$ cat src/rtl/tail_aggregator.sv
module tail_aggregator #(
  parameter int NQ            = 4,
  parameter int CELL_W        = 16,
  parameter int CELLS_PER_BLK = 4,
  parameter int DEPTH_BLKS    = 2,
  parameter int SLOT_CYC      = 8,
  localparam int QW    = (NQ > 1) ? $clog2(NQ) : 1,
  localparam int DEPTH = DEPTH_BLKS * CELLS_PER_BLK,
  localparam int PW    = (DEPTH > 1) ? $clog2(DEPTH) : 1,
  localparam int OW    = $clog2(DEPTH + 1),
  localparam int SW    = (SLOT_CYC > 1) ? $clog2(SLOT_CYC) : 1,
  localparam int BLK_W = CELLS_PER_BLK * CELL_W
) (
  input  logic              clk,
  input  logic              rst_n,
  input  logic              cell_valid,
  input  logic [QW-1:0]     cell_qid,
  input  logic [CELL_W-1:0] cell_data,
  output logic              blk_valid,
  output logic [QW-1:0]     blk_qid,
  output logic [BLK_W-1:0]  blk_data,
  output logic [NQ*OW-1:0]  occ_o,
  output logic              ovf_err
);

  logic [CELL_W-1:0] mem [NQ][DEPTH];
  logic [PW-1:0]     wp  [NQ];
  logic [PW-1:0]     rp  [NQ];
  logic [OW-1:0]     occ [NQ];
  logic [SW-1:0]     slot_cnt;
  logic [NQ-1:0]     elig;
  logic [QW-1:0]     sel;
  logic              slot, drain, accept;

  assign slot  = (slot_cnt == SW'(SLOT_CYC - 1));
  assign drain = slot && (|elig);

  always_comb begin
    sel = '0;
    for (int i = NQ - 1; i >= 0; i--)
      if (elig[i]) sel = QW'(i);
  end

  assign accept = cell_valid &&
                  ((occ[cell_qid] < OW'(DEPTH)) || (drain && sel == cell_qid));

  always_ff @(posedge clk) begin
    if (!rst_n) slot_cnt <= '0;
    else        slot_cnt <= slot ? '0 : slot_cnt + 1'b1;
  end

  for (genvar i = 0; i < NQ; i++) begin : g_q
    logic wr, rd;
    assign elig[i] = (occ[i] >= OW'(CELLS_PER_BLK));
    assign wr = accept && (cell_qid == QW'(i));
    assign rd = drain && (sel == QW'(i));
    assign occ_o[i*OW +: OW] = occ[i];

    always_ff @(posedge clk) begin
      if (!rst_n) begin
        wp[i]  <= '0;
        rp[i]  <= '0;
        occ[i] <= '0;
      end else begin
        if (wr) wp[i] <= (wp[i] == PW'(DEPTH - 1)) ? '0 : wp[i] + 1'b1;
        if (rd) rp[i] <= (rp[i] == PW'(DEPTH - CELLS_PER_BLK)) ? '0
                                                             : rp[i] + PW'(CELLS_PER_BLK);
        occ[i] <= occ[i] + OW'(wr) - (rd ? OW'(CELLS_PER_BLK) : '0);
      end
    end

    always_ff @(posedge clk)
      if (wr) mem[i][wp[i]] <= cell_data;

    p_occ_bound_r7: assert property (@(posedge clk) disable iff (!rst_n)
      occ[i] <= OW'(DEPTH));

    p_drain_full_r3: assert property (@(posedge clk) disable iff (!rst_n)
      (blk_valid && blk_qid == QW'(i)) |-> $past(occ[i]) >= OW'(CELLS_PER_BLK));

    if (i > 0) begin : g_prio
      p_lowest_first_r5: assert property (@(posedge clk) disable iff (!rst_n)
        (blk_valid && blk_qid == QW'(i)) |-> $past(elig[i-1:0]) == '0);
    end
  end

  always_ff @(posedge clk) begin
    if (!rst_n) begin
      blk_valid <= 1'b0;
      blk_qid   <= '0;
      blk_data  <= '0;
      ovf_err   <= 1'b0;
    end else begin
      blk_valid <= drain;
      if (drain) begin
        blk_qid <= sel;
        for (int k = 0; k < CELLS_PER_BLK; k++)
          blk_data[k*CELL_W +: CELL_W] <= mem[sel][rp[sel] + PW'(k)];
      end
      if (cell_valid && !accept) ovf_err <= 1'b1;
    end
  end

  p_err_sticky_r7: assert property (@(posedge clk) disable iff (!rst_n)
    ovf_err |=> ovf_err);

  if (SLOT_CYC > 1) begin : g_gap
    p_one_per_slot_r4: assert property (@(posedge clk) disable iff (!rst_n)
      blk_valid |=> !blk_valid);
  end

endmodule

$ cat config.mk
export PLATFORM = sky130hd
export DESIGN_NAME = tail_aggregator
export DESIGN_NICKNAME = d
export VERILOG_FILES = /design/src/rtl/tail_aggregator.sv
export SDC_FILE = /design/constraint.sdc
export NUM_CORES = 1
export LEC_CHECK = 0
export ABC_AREA = 1
export BUFFER_PORTS_ARGS = -buffer_cell sky130_fd_sc_hd__buf_2
export CORE_MARGIN = 4
export CORE_UTILIZATION = 45
export CTS_BUF_LIST = sky130_fd_sc_hd__clkbuf_8 sky130_fd_sc_hd__clkbuf_16
export CTS_CLUSTER_SIZE = 14
export DETAILED_ROUTE_END_ITERATION = 8
export SETUP_SLACK_MARGIN = 0.15
export SYNTH_ARGS = -nofsm -noshare
export SYNTH_HDL_FRONTEND = slang
export SYNTH_SLANG_ARGS = --single-unit
$ cat constraint.sdc
create_clock -name clk -period 3.4 [get_ports clk]
set_input_delay 0 -clock clk [delete_from_list [all_inputs] [get_ports clk]]
set_output_delay 0 -clock clk [all_outputs]
set_load 0.01 [all_outputs]
After elaboration in Yosys (flattened, before gate mapping). Memory sizes are Yosys's and may differ from the RTL's. Index checks and enable logic that the tools add are counted.

Output and inout port bits: 84. Bits of input ports: 21. Word-level logic and storage cells: 195. RAM bits: 552. Memories kept: 4. Bits in registers: 71.

Multiplexer cells: 87. Bitwise operators: 21. $lt $le $gt $ge: 17. Equal/unequal tests: 16. Add/sub/neg operators: 20. Reductions and logical operators: 25.

Memories: mem (words 4, width 128, read ports 1, clocked after memory_dff 0, write ports 1, RTL line 26) `logic [CELL_W-1:0] mem [NQ][DEPTH];`; occ (words 4, width 4, read ports 5, clocked after memory_dff 0, write ports 4, RTL line 29) `logic [OW-1:0] occ [NQ];`; rp (words 4, width 3, read ports 5, clocked after memory_dff 0, write ports 4, RTL line 28) `logic [PW-1:0] rp [NQ];`; wp (words 4, width 3, read ports 4, clocked after memory_dff 0, write ports 4, RTL line 27) `logic [PW-1:0] wp [NQ];`.

Operators with widths (count): $mux W128 (10); $reduce_or A128 Y1 (3); $bmux W16 S3 (4); $demux W16 S3 (4); $mux W16 (12); $mux W3 (20); $ge A4 B4 Y1 const B (8); $not A3 Y4 (8); $eq A3 B3 Y1 const B (9); $mux W1 (26); $add A3 B1 Y3 const B (6); $add A4 B1 Y4 (4); $ge A4 B3 Y1 const B (4); $logic_and A1 B1 Y1 (16); $lt A4 B1 Y1 const B (4); $mux W4 (4); $sub A4 B3 Y4 (4); $mux W2 (7); $add A3 B3 Y3 const B (4); $or A1 B1 Y1 (12); $eq A2 B2 Y1 const B (4); $add A3 B2 Y3 const B (2); $eq A2 B1 Y1 const B (2); $logic_not A2 Y1 (2); 7 further kinds (7).

Logic depth before layout (Yosys ltp). Gate-level depths: netlist of run 1.

Depth after elaboration: 16. Mapped depth: 19. Mapped depth without buffers: 18.

Least setup slack after synthesis of run 1. Ideal clock, no wire load.

Path kind: register -> register. From: mem occ[2][3] (netlist name). To: mem mem[3][112] (netlist name), enable pin. Arrival: 2.147 ns. Cell stages (with the launch flop): 13. Required time: 3.012 ns. Path slack: 0.865 ns. Setup time: 0.388 ns. Period minus slack after synthesis: 2.535 ns. Buffers on the path: 2. Cell sequence: dfxtp_1 -> nor2_4 -> nand2_2 -> nand2_4 -> nand2_2 -> buf_6 -> nand2_1 -> nand2_1 -> nand2_1 -> nand2_1 -> buf_4 -> nand4_1 -> nor2_1.

RTL lines (RTL line): start: declaration (29); end: declaration (26).

==> results.md, run 1 <==
- Finished Layout Cells: 3761
- Register share of total power: 46.5%
- DRT antenna net count: 0
- Placed insts: around 3600
- Final non-filler cell area: 31000 um2
- Flops & latches, synth: 615
- Combinational Power Share: 14.9%
- Synth top cells by count: 627 x nand2_1, 571 x inv_1, 528 x edfxtp_1
- Worst Path Max Fanout: 7
- Leading area contributor after synthesis: edfxtp_1
- Peak VDD IR: 322 uV
- Hold Crit Depth: 1
- Count leader, synth: nand2_1
- R2r startpoint: occ[0][3]
- WP data required: 3860 ps
- Data arrival, critical path: ~3300 ps
- Fillers: 5335
- EDFF count, synth: ~530
- Worst-path clk slew: 60 ps
- Worst-case reg-to-reg path depth: 15
- Share of flip-flops with an asynchronous set or reset: 0%
- Fin Setup TNS: 0 ps
- DRT Wirelength: 68.7 mm
- Status: complete, no violations
- Cell-internal power: 13000 uW
- Total design power: 17900 uW
- Hold Startpoint: cell_data[7]
- Final min period: 2790 ps
- Synth Instances: about 2800
- Port Buffers: 104
- DR vias/cell: 5.07
- Post-cts gate resize count: 0
- Chip Width: approximately 260 um
- Seq. cell area: 17600 um2
- Layout cells sized above 1: about 8.8%
- Die height: 255 um
- Max_slew headroom: 25.6%
- Worst slew pin tran: about 1100 ps
- Pin count of the biggest net entering global routing: 130
- Cell Area, Synth: 27500 um2
- DR WL/cell: 18.3 um
- Maxcap violations: 0
- Leakage: 0.0141 uW
- Power density cells: 577 nW/um2
- DRT Pass-1 Iters: 5
- Fin. max-slew vios: 0
- WHS: 12.6 ps
- Netlist cell types: 29
- Synth area leaders: edfxtp_1 58%, nand3_1 9.6%, nand2_1 8.6%, inv_1 7.8%, dfxtp_1 6.3%
- Switching share of power: 27.2%
- Site Rows: 90
- Mapped Nets: about 2900
- Layout Nets: 2983
- CTS tree: built
- # clock sinks: 615
- Starting density of the core: between 40% and 50%
- Worst min-delay path class: in -> reg
- Setup crit end kind: flop
- Clock network power share: 38.7%
- DR vias: 19100
- DP Area: 28800 um2
- Dpl hpwl: 35.8 mm
- Achievable Freq: about 360 MHz
- Post-synth top area share: 57.6%
- Final setup fails: 0
- Worst setup SP type: flop
- Initial antenna violation count: 1
- Residual DRC: 0
- Reg2reg end: occ[1][3]
- Syn Area/Cell: 9.68 um2
- Placer Congestion: 0.824
- RSZ-0062 raised after global routing: no
- Prevailing post-synth register cell: edfxtp_1
- H-tree depth: 3
- Final clock skew: between 15 and 20 ps
- Vias in the first global route: 18500
- GR Overflow Total: 0
- Net switching power figure: 4860 uW
- Die ar.: 65200 um2
- # IOs: 105
- Maximum clock path buffer count: 3
- Crit Path Class: reg -> reg
- Worst Hold Path EP: mem[2][39]
- Total GRT Usage: 21.0%
- CTS Buf Count: 67
- Final hold violation count: 0
- Clk_lat worst skew: 600 ps
- CTS root buffer: clkbuf_16
- First-pass GRT wire length: 105 mm
- Area grow syn2layout: 12.5%
- Area of the multi-input gates: around 7000 um2
- Core footprint: between 60000 and 70000 um2
- Ys Warns: 0
- Seq/Total Area, Yosys: 64.0%
- Final Cycle Share: 82.2%
- Iteration-0 DRC Markers: 1436
- R2R setup slack: 610 ps
==> how the worst max path moves through the flow <==
stage | depth (start not counted) | endpoint | slack [ps] | start
after floorplan | 12 | mem[3][112] | 860 | occ[2][3]
after global placement | 15 | occ[1][3] | 730 | occ[0][3]
after detailed placement | 15 | occ[1][3] | 650 | occ[0][3]
after CTS | 15 | occ[1][3] | 620 | occ[0][3]
after global routing | 15 | occ[1][3] | 360 | occ[0][3]
final | 15 | occ[1][3] | 610 | occ[0][3]
==> layer usage <==
metal / up-vias / global-route usage, % / part of all wire (%) / wire, um
met5: - / 0 / 0 / 0
met4: 0 / 6.20 / 2.0 / 1400
met3: 93 / 3.31 / 6.3 / 4310
met2: 552 / 36.0 / 49 / 33400
met1: 9160 / 28.0 / 43 / 29600
li1: 9269 / - / - / -
==> logic make-up (layout without fill, tap and decap cells) <==
logic type | Yosys count | in the layout | synth area share (%)
XOR/XNOR | 9 | 9 | 0.287
other | 0 | 1 | 0
AND/OR/NAND/NOR | 1440 | 1440 | 23.2
AO/OA/AOI/OAI | 20 | 20 | 0.473
buffers and inverters | 725 | 860 | 10.6
adder cells (fa/ha/maj) | 34 | 34 | 1.55
flip-flops | 615 | 615 | 64.0
==> power by group through the flow <==
stage          Clock, uW  Sequential, uW  Combinational, uW
6_report            6900            8300               2660
5_1_grt             7390            8300               2970
4_1_cts             7060            8300               2660
3_5_place_dp           0            8460               2650
3_3_place_gp           0            8450               2610
2_1_floorplan          0            8460               1880
==> layout by cell type, fill, tap and decap left out, types with 2 or more instances in the layout <==
cell type      count
clkinv_1          11
nand2_2            4
nor2_1           198
nand2_8            2
nand4_1           10
dlygate4sd3_1     10
buf_12             6
nand3b_1          66
nand2_1          627
inv_4              2
clkinv_2          11
clkbuf_8           3
buf_2            104
ha_1              34
buf_4             48
a21oi_1            6
nor2_4             2
xnor2_1            8
nand3_1          527
clkbuf_16         71
edfxtp_1         528
dfxtp_1           87
nor3_1             2
inv_1            589
bufinv_16          3
o21ai_0            8
a211o_1            4
==> layout make-up <==
class                   instances  area share [%]
clock buffers                  74            5.87
inverters                     573            6.97
flip-flops and latches        615            56.8
multi-input cells            1503            22.7
diodes                          1         0.00808
clock inverters                45           0.873
repair buffers                168            3.56
well taps                     782            3.16
==> state kept, by name (all words and copies together), names as in the netlist <==
register,cells
blk_data,64
blk_qid,2
blk_valid,1
mem,512
occ,16
ovf_err,1
rp,4
slot_cnt,3
wp,12
==> timing repair <==
| action | in CTS | in global routing |
|---|---|---|
| setup buffers | 0 | 0 |
| hold endpoints to repair | 147 | 0 |
| hold buffers | 10 | 0 |
==> metrics by stage <==
step / util, % / setup slack [ps]
after floorplan: - / 865
after global placement: 47.6 / 726
after detailed placement: 47.6 / 646
after CTS: 51.2 / 625
after global routing: 51.2 / 358
final: 51.2 / 606
==> worst max-delay path, stage by stage (launching register included) <==
cell	delay, ps
dfxtp_1	350
nor2_4	330
nand2_2	160
o21ai_0	190
buf_4	160
nor2_1	40
nand2_1	80
nand2_1	80
nand2_1	160
inv_1	80
nand2_1	220
inv_1	80
ha_1	210
a211o_1	310
o21ai_0	150
a21oi_1	60
(Power assumes the default switching activity.)
==> run 2, diff against run 1 <==
==> constraint.sdc (replaced) <==
create_clock -name clk -period 2.9 [get_ports clk]
set_input_delay 0 -clock clk [delete_from_list [all_inputs] [get_ports clk]]
set_output_delay 0 -clock clk [all_outputs]
set_load 0.01 [all_outputs]
==> results.md, run 2 (synthesized netlist as in run 1, its figures left out) <==
- Status: complete, no violations (unchanged)
- Critical-path cell list: nor2_4 -> nand2_2 -> o21ai_0 -> nor2_1 -> nand2_1 -> nand2_1 -> nand2_1 -> inv_1 -> nand2_1 -> inv_1 -> ha_1 -> a211o_1 -> o21ai_0 -> a21oi_1 (was nor2_4 -> nand2_2 -> o21ai_0 -> buf_4 -> nor2_1 -> nand2_1 -> nand2_1 -> nand2_1 -> inv_1 -> nand2_1 -> inv_1 -> ha_1 -> a211o_1 -> o21ai_0 -> a21oi_1)
- Worst setup SP type: flop (unchanged)
- # IOs: 105 (unchanged)
- Hold Crit Depth: 1 (unchanged)
- Final min period: 2580 ps (was 2790 ps)
- Port Buffers: 104 (unchanged)
- Die height: 255 um (unchanged)
- Total GRT Usage: 20.9% (was 21.0%)
- Site Rows: 90 (unchanged)
- Max FFs per register: 512 (unchanged)
- CP max-delay cell: dfxtp_1 (unchanged)
- DRT Pass-1 Iters: 5 (unchanged)
- Slowest stage delay, CP: 340 ps (was 350 ps)
- Area of the multi-input gates: 7040 um2 (about the same)
- Worst Path Max Fanout: 6 (was 7)
- Fillers: 5359 (was 5335)
- Vias in the first global route: 18500 (about the same)
- Most common cell after layout, fill and taps aside: nand2_1 (unchanged)
- Worst slew pin tran: 891 ps (was 1120 ps)
- Placed insts: 3631 (unchanged)
- Final non-filler cell area: 30800 um2 (was 31000 um2)
- CTS root buffer: clkbuf_16 (unchanged)
- DRT Wirelength: 68.8 mm (was 68.7 mm)
- Worst-path clk slew: 60 ps (about the same)
- Max_slew headroom: 40.6% (was 25.6%)
- DP Area: 28800 um2 (about the same)
- Placer Congestion: 0.791 (was 0.824)
- # clock sinks: 615 (unchanged)
- RSZ-0062 raised after global routing: yes (was no)
- DRT antenna net count: 0 (unchanged)
- R2r startpoint: occ[1][2] (was occ[0][3])
- Data arrival, critical path: 3070 ps (was 3260 ps)
- Clk_lat worst skew: 610 ps (was 600 ps)
- Dpl hpwl: 34.8 mm (was 35.8 mm)
- Layout Nets: 2978 (was 2983)
- Peak VDD IR: 484 uV (was 322 uV)
- DR vias/cell: 5.09 (was 5.07)
- Iteration-0 DRC Markers: 1351 (was 1436)
- CTS Buf Count: 61 (was 67)
- DR WL/cell: 18.3 um (about the same)
- Most frequent CP cell: nand2_1 (unchanged)
- Power density cells: 653 nW/um2 (was 577 nW/um2)
- Setup bufs post-CTS: 0 (unchanged)
- Hold Startpoint: cell_data[15] (was cell_data[7])
- Core Util, Final: 50.9% (was 51.2%)
- Final Cycle Share: 88.9% (was 82.2%)
- Final setup fails: 0 (unchanged)
- Crit Path Class: reg -> reg (unchanged)
- Worst Hold Path EP: mem[0][63] (was mem[2][39])
- Most frequent cells in the layout: 626 x nand2_1, 596 x inv_1, 528 x edfxtp_1, 527 x nand3_1, 198 x nor2_1 (was 627 x nand2_1, 589 x inv_1, 528 x edfxtp_1, 527 x nand3_1, 198 x nor2_1)
- Layout cells sized above 1: 8.45% (was 8.76%)
- Die ar.: 65200 um2 (unchanged)
- Buffers & Inverters on Critical Path: 2 (was 3)
- Maximum clock path buffer count: 3 (unchanged)
- Achievable Freq: 388 MHz (was 358 MHz)
- WP data required: 3400 ps (was 3860 ps)
- Fin Setup TNS: 0 ps (unchanged)
- Final hold violation count: 0 (unchanged)
- Crit path depth: 14 (was 15)
- First-pass GRT wire length: 105 mm (about the same)
- CP delay by family, top: simple AND/OR/NAND/NOR gates (unchanged)
- GR Overflow Total: 0 (unchanged)
- Starting density of the core: 45.5% (unchanged)
- Area grow syn2layout: 11.9% (was 12.5%)
- Initial antenna violation count: 1 (unchanged)
- Maxcap violations: 0 (unchanged)
- CTS tree: built (unchanged)
- Leakage: 0.0140 uW (was 0.0141 uW)
- Core footprint: 60500 um2 (unchanged)
- Setup crit end kind: flop (unchanged)
- Worst-case reg-to-reg path depth: 14 (was 15)
- Residual DRC: 0 (unchanged)
- Pin count of the biggest net entering global routing: 143 (was 130)
- DR vias: 19100 (about the same)
- Finished Layout Cells: 3754 (was 3761)
- R2R setup slack: 320 ps (was 610 ps)
- Fin. max-slew vios: 0 (unchanged)
- Total design power: 20100 uW (was 17900 uW)
- Final clock skew: 11.3 ps (was 18.9 ps)
- H-tree depth: 2 (was 3)
- Reg2reg end: occ[1][3] (unchanged)
- Worst min-delay path class: in -> reg (unchanged)
- Seq. cell area: 17600 um2 (unchanged)
- Chip Width: 255 um (unchanged)
==> run 2: cell types whose count changed in the layout (fill, tap and decap cells not counted), moves of 2 or more <==
cell,delta
buf_12,+5
buf_4,-6
clkbuf_16,-10
clkinv_1,-4
clkinv_2,+2
inv_1,+7
==> run 2: timing repair <==
| action | 4_1_cts | 5_1_grt |
|---|---|---|
| setup endpoints to repair | 0 | 66 |
| hold buffers | 11 | 0 |
| hold endpoints to repair | 226 | 0 |
| resized for setup | 0 | 3 |
==> run 2: area by class of cell <==
cell class	instances	share of cell area, %
Antenna cell	1	0.00813
Inverter	573	7.01
Clock inverter	47	0.793
Tap cell	782	3.18
Timing Repair Buffer	169	3.88
Clock buffer	64	5.09
Sequential cell	615	57.2
Multi-Input combinational cell	1503	22.9
==> run 2: routing by layer <==
layer | share of wire, % | GRT usage [%] | up-vias
met5 | 0 | 0 | -
met4 | 2.6 | 6.19 | 0
met3 | 6.2 | 3.18 | 102
met2 | 48 | 35.2 | 572
met1 | 43 | 28.3 | 9211
li1 | - | - | 9239
==> run 2: per-stage QoR <==
step                setup WS, ps  hold slack (ps)
floorplan                    365             98.9
global placement             310              409
detailed placement           265              413
CTS                          236             8.16
global route                 105             2.54
finish                       322             2.74
==> run 2: how the worst max path moves through the flow <==
stage                     startpoint            to
after CTS                  occ[1][3]  blk_data[26]
after global placement     occ[1][2]  blk_data[26]
final                      occ[1][2]     occ[1][3]
after floorplan            occ[2][3]   mem[3][112]
after detailed placement   occ[1][3]  blk_data[26]
after global routing       occ[3][3]     occ[1][3]
==> run 2: where the power goes <==
part | leakage, uW | internal (uW) | switching, uW
registers | 0.00548 | 9690 | 42.5
logic | 0.00752 | 857 | 2300
clock network | 0.000998 | 4020 | 3200
==> run 3, diff against run 2 <==
--- a/config.mk
+++ b/config.mk
@@ -7,7 +7,6 @@
 export LEC_CHECK = 0
 export ABC_AREA = 1
 export BUFFER_PORTS_ARGS = -buffer_cell sky130_fd_sc_hd__buf_2
-export CORE_MARGIN = 4
 export CORE_UTILIZATION = 45
 export CTS_BUF_LIST = sky130_fd_sc_hd__clkbuf_8 sky130_fd_sc_hd__clkbuf_16
 export CTS_CLUSTER_SIZE = 14
==> results.md, run 3 (synthesized netlist as in run 1, its figures left out) <==
- Status: complete, no violations (unchanged)
- # clock sinks: 615 (unchanged)
- Port Buffers: 104 (unchanged)
- # IOs: 105 (unchanged)
- Initial antenna violation count: 1 (unchanged)
- DRT Wirelength: 68.5 mm (was 68.8 mm)
- First-pass GRT wire length: 106 mm (was 105 mm)
- Slowest stage delay, CP: 550 ps (was 340 ps)
- Worst Slack Setup Final: 319 ps (was 322 ps)
- Final clock skew: 16.3 ps (was 11.3 ps)
- Worst min-delay path class: in -> reg (unchanged)
- Achievable Freq: 387 MHz (was 388 MHz)
- Max FFs per register: 512 (unchanged)
- Leakage: 0.0142 uW (was 0.0140 uW)
- Power density cells: 695 nW/um2 (was 653 nW/um2)
- Vias in the first global route: 18600 (was 18500)
- Pre-CTS setup slack: 172 ps (was 265 ps)
- Starting density of the core: 45.6% (was 45.5%)
- Maxcap violations: 0 (unchanged)
- Most frequent cells in the layout: 627 x nand2_1, 582 x inv_1, 528 x edfxtp_1, 527 x nand3_1, 197 x nor2_1 (was 626 x nand2_1, 596 x inv_1, 528 x edfxtp_1, 527 x nand3_1, 198 x nor2_1)
- DR vias: 19100 (about the same)
- Worst Path Max Fanout: 130 (was 6)
- Layout Nets: 2982 (was 2978)
- Crit Path Class: reg -> reg (unchanged)
- Final Cycle Share: 89.0% (was 88.9%)
- Final min period: 2580 ps (about the same)
- Layout cells sized above 1: 9.26% (was 8.45%)
- Maximum clock path buffer count: 3 (unchanged)
- H-tree depth: 3 (was 2)
- Final hold violation count: 0 (unchanged)
- DRT antenna net count: 0 (unchanged)
- Dpl hpwl: 35.2 mm (was 34.8 mm)
- Residual DRC: 0 (unchanged)
- Final setup fails: 0 (unchanged)
- Clk_lat worst skew: 600 ps (was 610 ps)
- Fin Setup TNS: 0 ps (unchanged)
- Total GRT Usage: 22.2% (was 20.9%)
- Worst slew pin tran: 1240 ps (was 891 ps)
- Core footprint: 60400 um2 (was 60500 um2)
- WP data required: 3430 ps (was 3400 ps)
- Area grow syn2layout: 13.7% (was 11.9%)
- Fin. max-slew vios: 0 (unchanged)
- CTS tree: built (unchanged)
- GR Overflow Total: 0 (unchanged)
- Setup crit end kind: flop (unchanged)
- Iteration-0 DRC Markers: 1578 (was 1351)
- RSZ-0062 raised after global routing: no (was yes)
- Chip Width: 249 um (was 255 um)
- Peak VDD IR: 383 uV (was 484 uV)
- DR WL/cell: 18.2 um (was 18.3 um)
- DRT Pass-1 Iters: 6 (was 5)
- Die height: 249 um (was 255 um)
- Most common cell after layout, fill and taps aside: nand2_1 (unchanged)
- Site Rows: 90 (unchanged)
- Max_slew headroom: 17.4% (was 40.6%)
- CP max-delay cell: buf_16 (was dfxtp_1)
- Pin count of the biggest net entering global routing: 142 (was 143)
- CTS Buf Count: 66 (was 61)
- CTS root buffer: clkbuf_16 (unchanged)
- Die ar.: 62100 um2 (was 65200 um2)
- Data arrival, critical path: 3120 ps (was 3070 ps)
- Placer Congestion: 0.788 (was 0.791)
- Buffers & Inverters on Critical Path: 5 (was 2)
- Worst setup SP type: flop (unchanged)
- CP delay by family, top: buffers and inverters (was simple AND/OR/NAND/NOR gates)
- Critical-path cell list: inv_1 -> nand2_1 -> inv_1 -> a21oi_4 -> buf_16 -> nand3_1 -> nand2_2 -> buf_4 -> nand2_1 -> nand3_1 -> nand2_1 -> inv_1 (was nor2_4 -> nand2_2 -> o21ai_0 -> nor2_1 -> nand2_1 -> nand2_1 -> nand2_1 -> inv_1 -> nand2_1 -> inv_1 -> ha_1 -> a211o_1 -> o21ai_0 -> a21oi_1)
- Worst-path clk slew: 60 ps (about the same)
- DR vias/cell: 5.08 (was 5.09)
## run 3: cell count changes in the layout (fill, tap and decap cells not counted), sizes merged
cell	change
inv	-13
clkinvlp	+4
clkinv	-1
bufinv	+7
clkbuf	+13
dlygate4sd3	-1
## run 3: path summary, 6_finish.rpt
check	startpoint	to	slack (ps)	cells past startpoint
max reg2reg	occ[3][3]	blk_data[1]	320	12
max	occ[3][3]	blk_data[1]	320	12
min reg2reg	slot_cnt[0]	slot_cnt[0]	430	1
min	cell_data[14]	mem[0][78]	7	1
## run 3: routing by layer
metal	up-vias	GRT usage, %	part of all wire (%)
met2	566	36.5	47
met3	122	3.01	6.1
li1	9257	-	-
met5	-	0	0
met4	0	9.03	3.1
met1	9165	29.8	44
## run 3: layout make-up
cell class                 instances  area [um2]
clock inverter                    44         440
clock buffer                      77        1860
timing repair buffer             168        1200
multi-input combinational       1503        7040
antenna                            1        2.50
fill                            5364       29100
inverter                         573        2160
sequential                       615       17600
tap                              782         978
## run 3: report_power, final
part / internal (uW) / switching (uW) / total [uW]
Clock: 5380 / 3470 / 8850
Sequential: 9690 / 41.6 / 9730
Combinational: 846 / 2300 / 3140
## run 3: through the flow
step / hold slack, ps / instance area (um2) / total power [uW] / instances / util (%)
6_report: 7.30 / 31300 / 21700 / 3763 / 51.8
5_1_grt: 17.9 / 31300 / 22600 / 3762 / 51.8
4_1_cts: 2.84 / 31300 / 21900 / 3762 / 51.8
3_5_place_dp: 393 / 28900 / 13000 / 3631 / 47.8
3_3_place_gp: 404 / 28900 / 13000 / 3631 / 47.8
2_1_floorplan: 98.9 / 27500 / 12100 / 2843 / -
## run 3: repair_timing
item / CTS / global route
setup buffers: 0 / 0
resized for setup: 0 / 6
hold endpoints to repair: 125 / 0
hold buffers: 10 / 0
endpoints found under the setup margin: 0 / 65
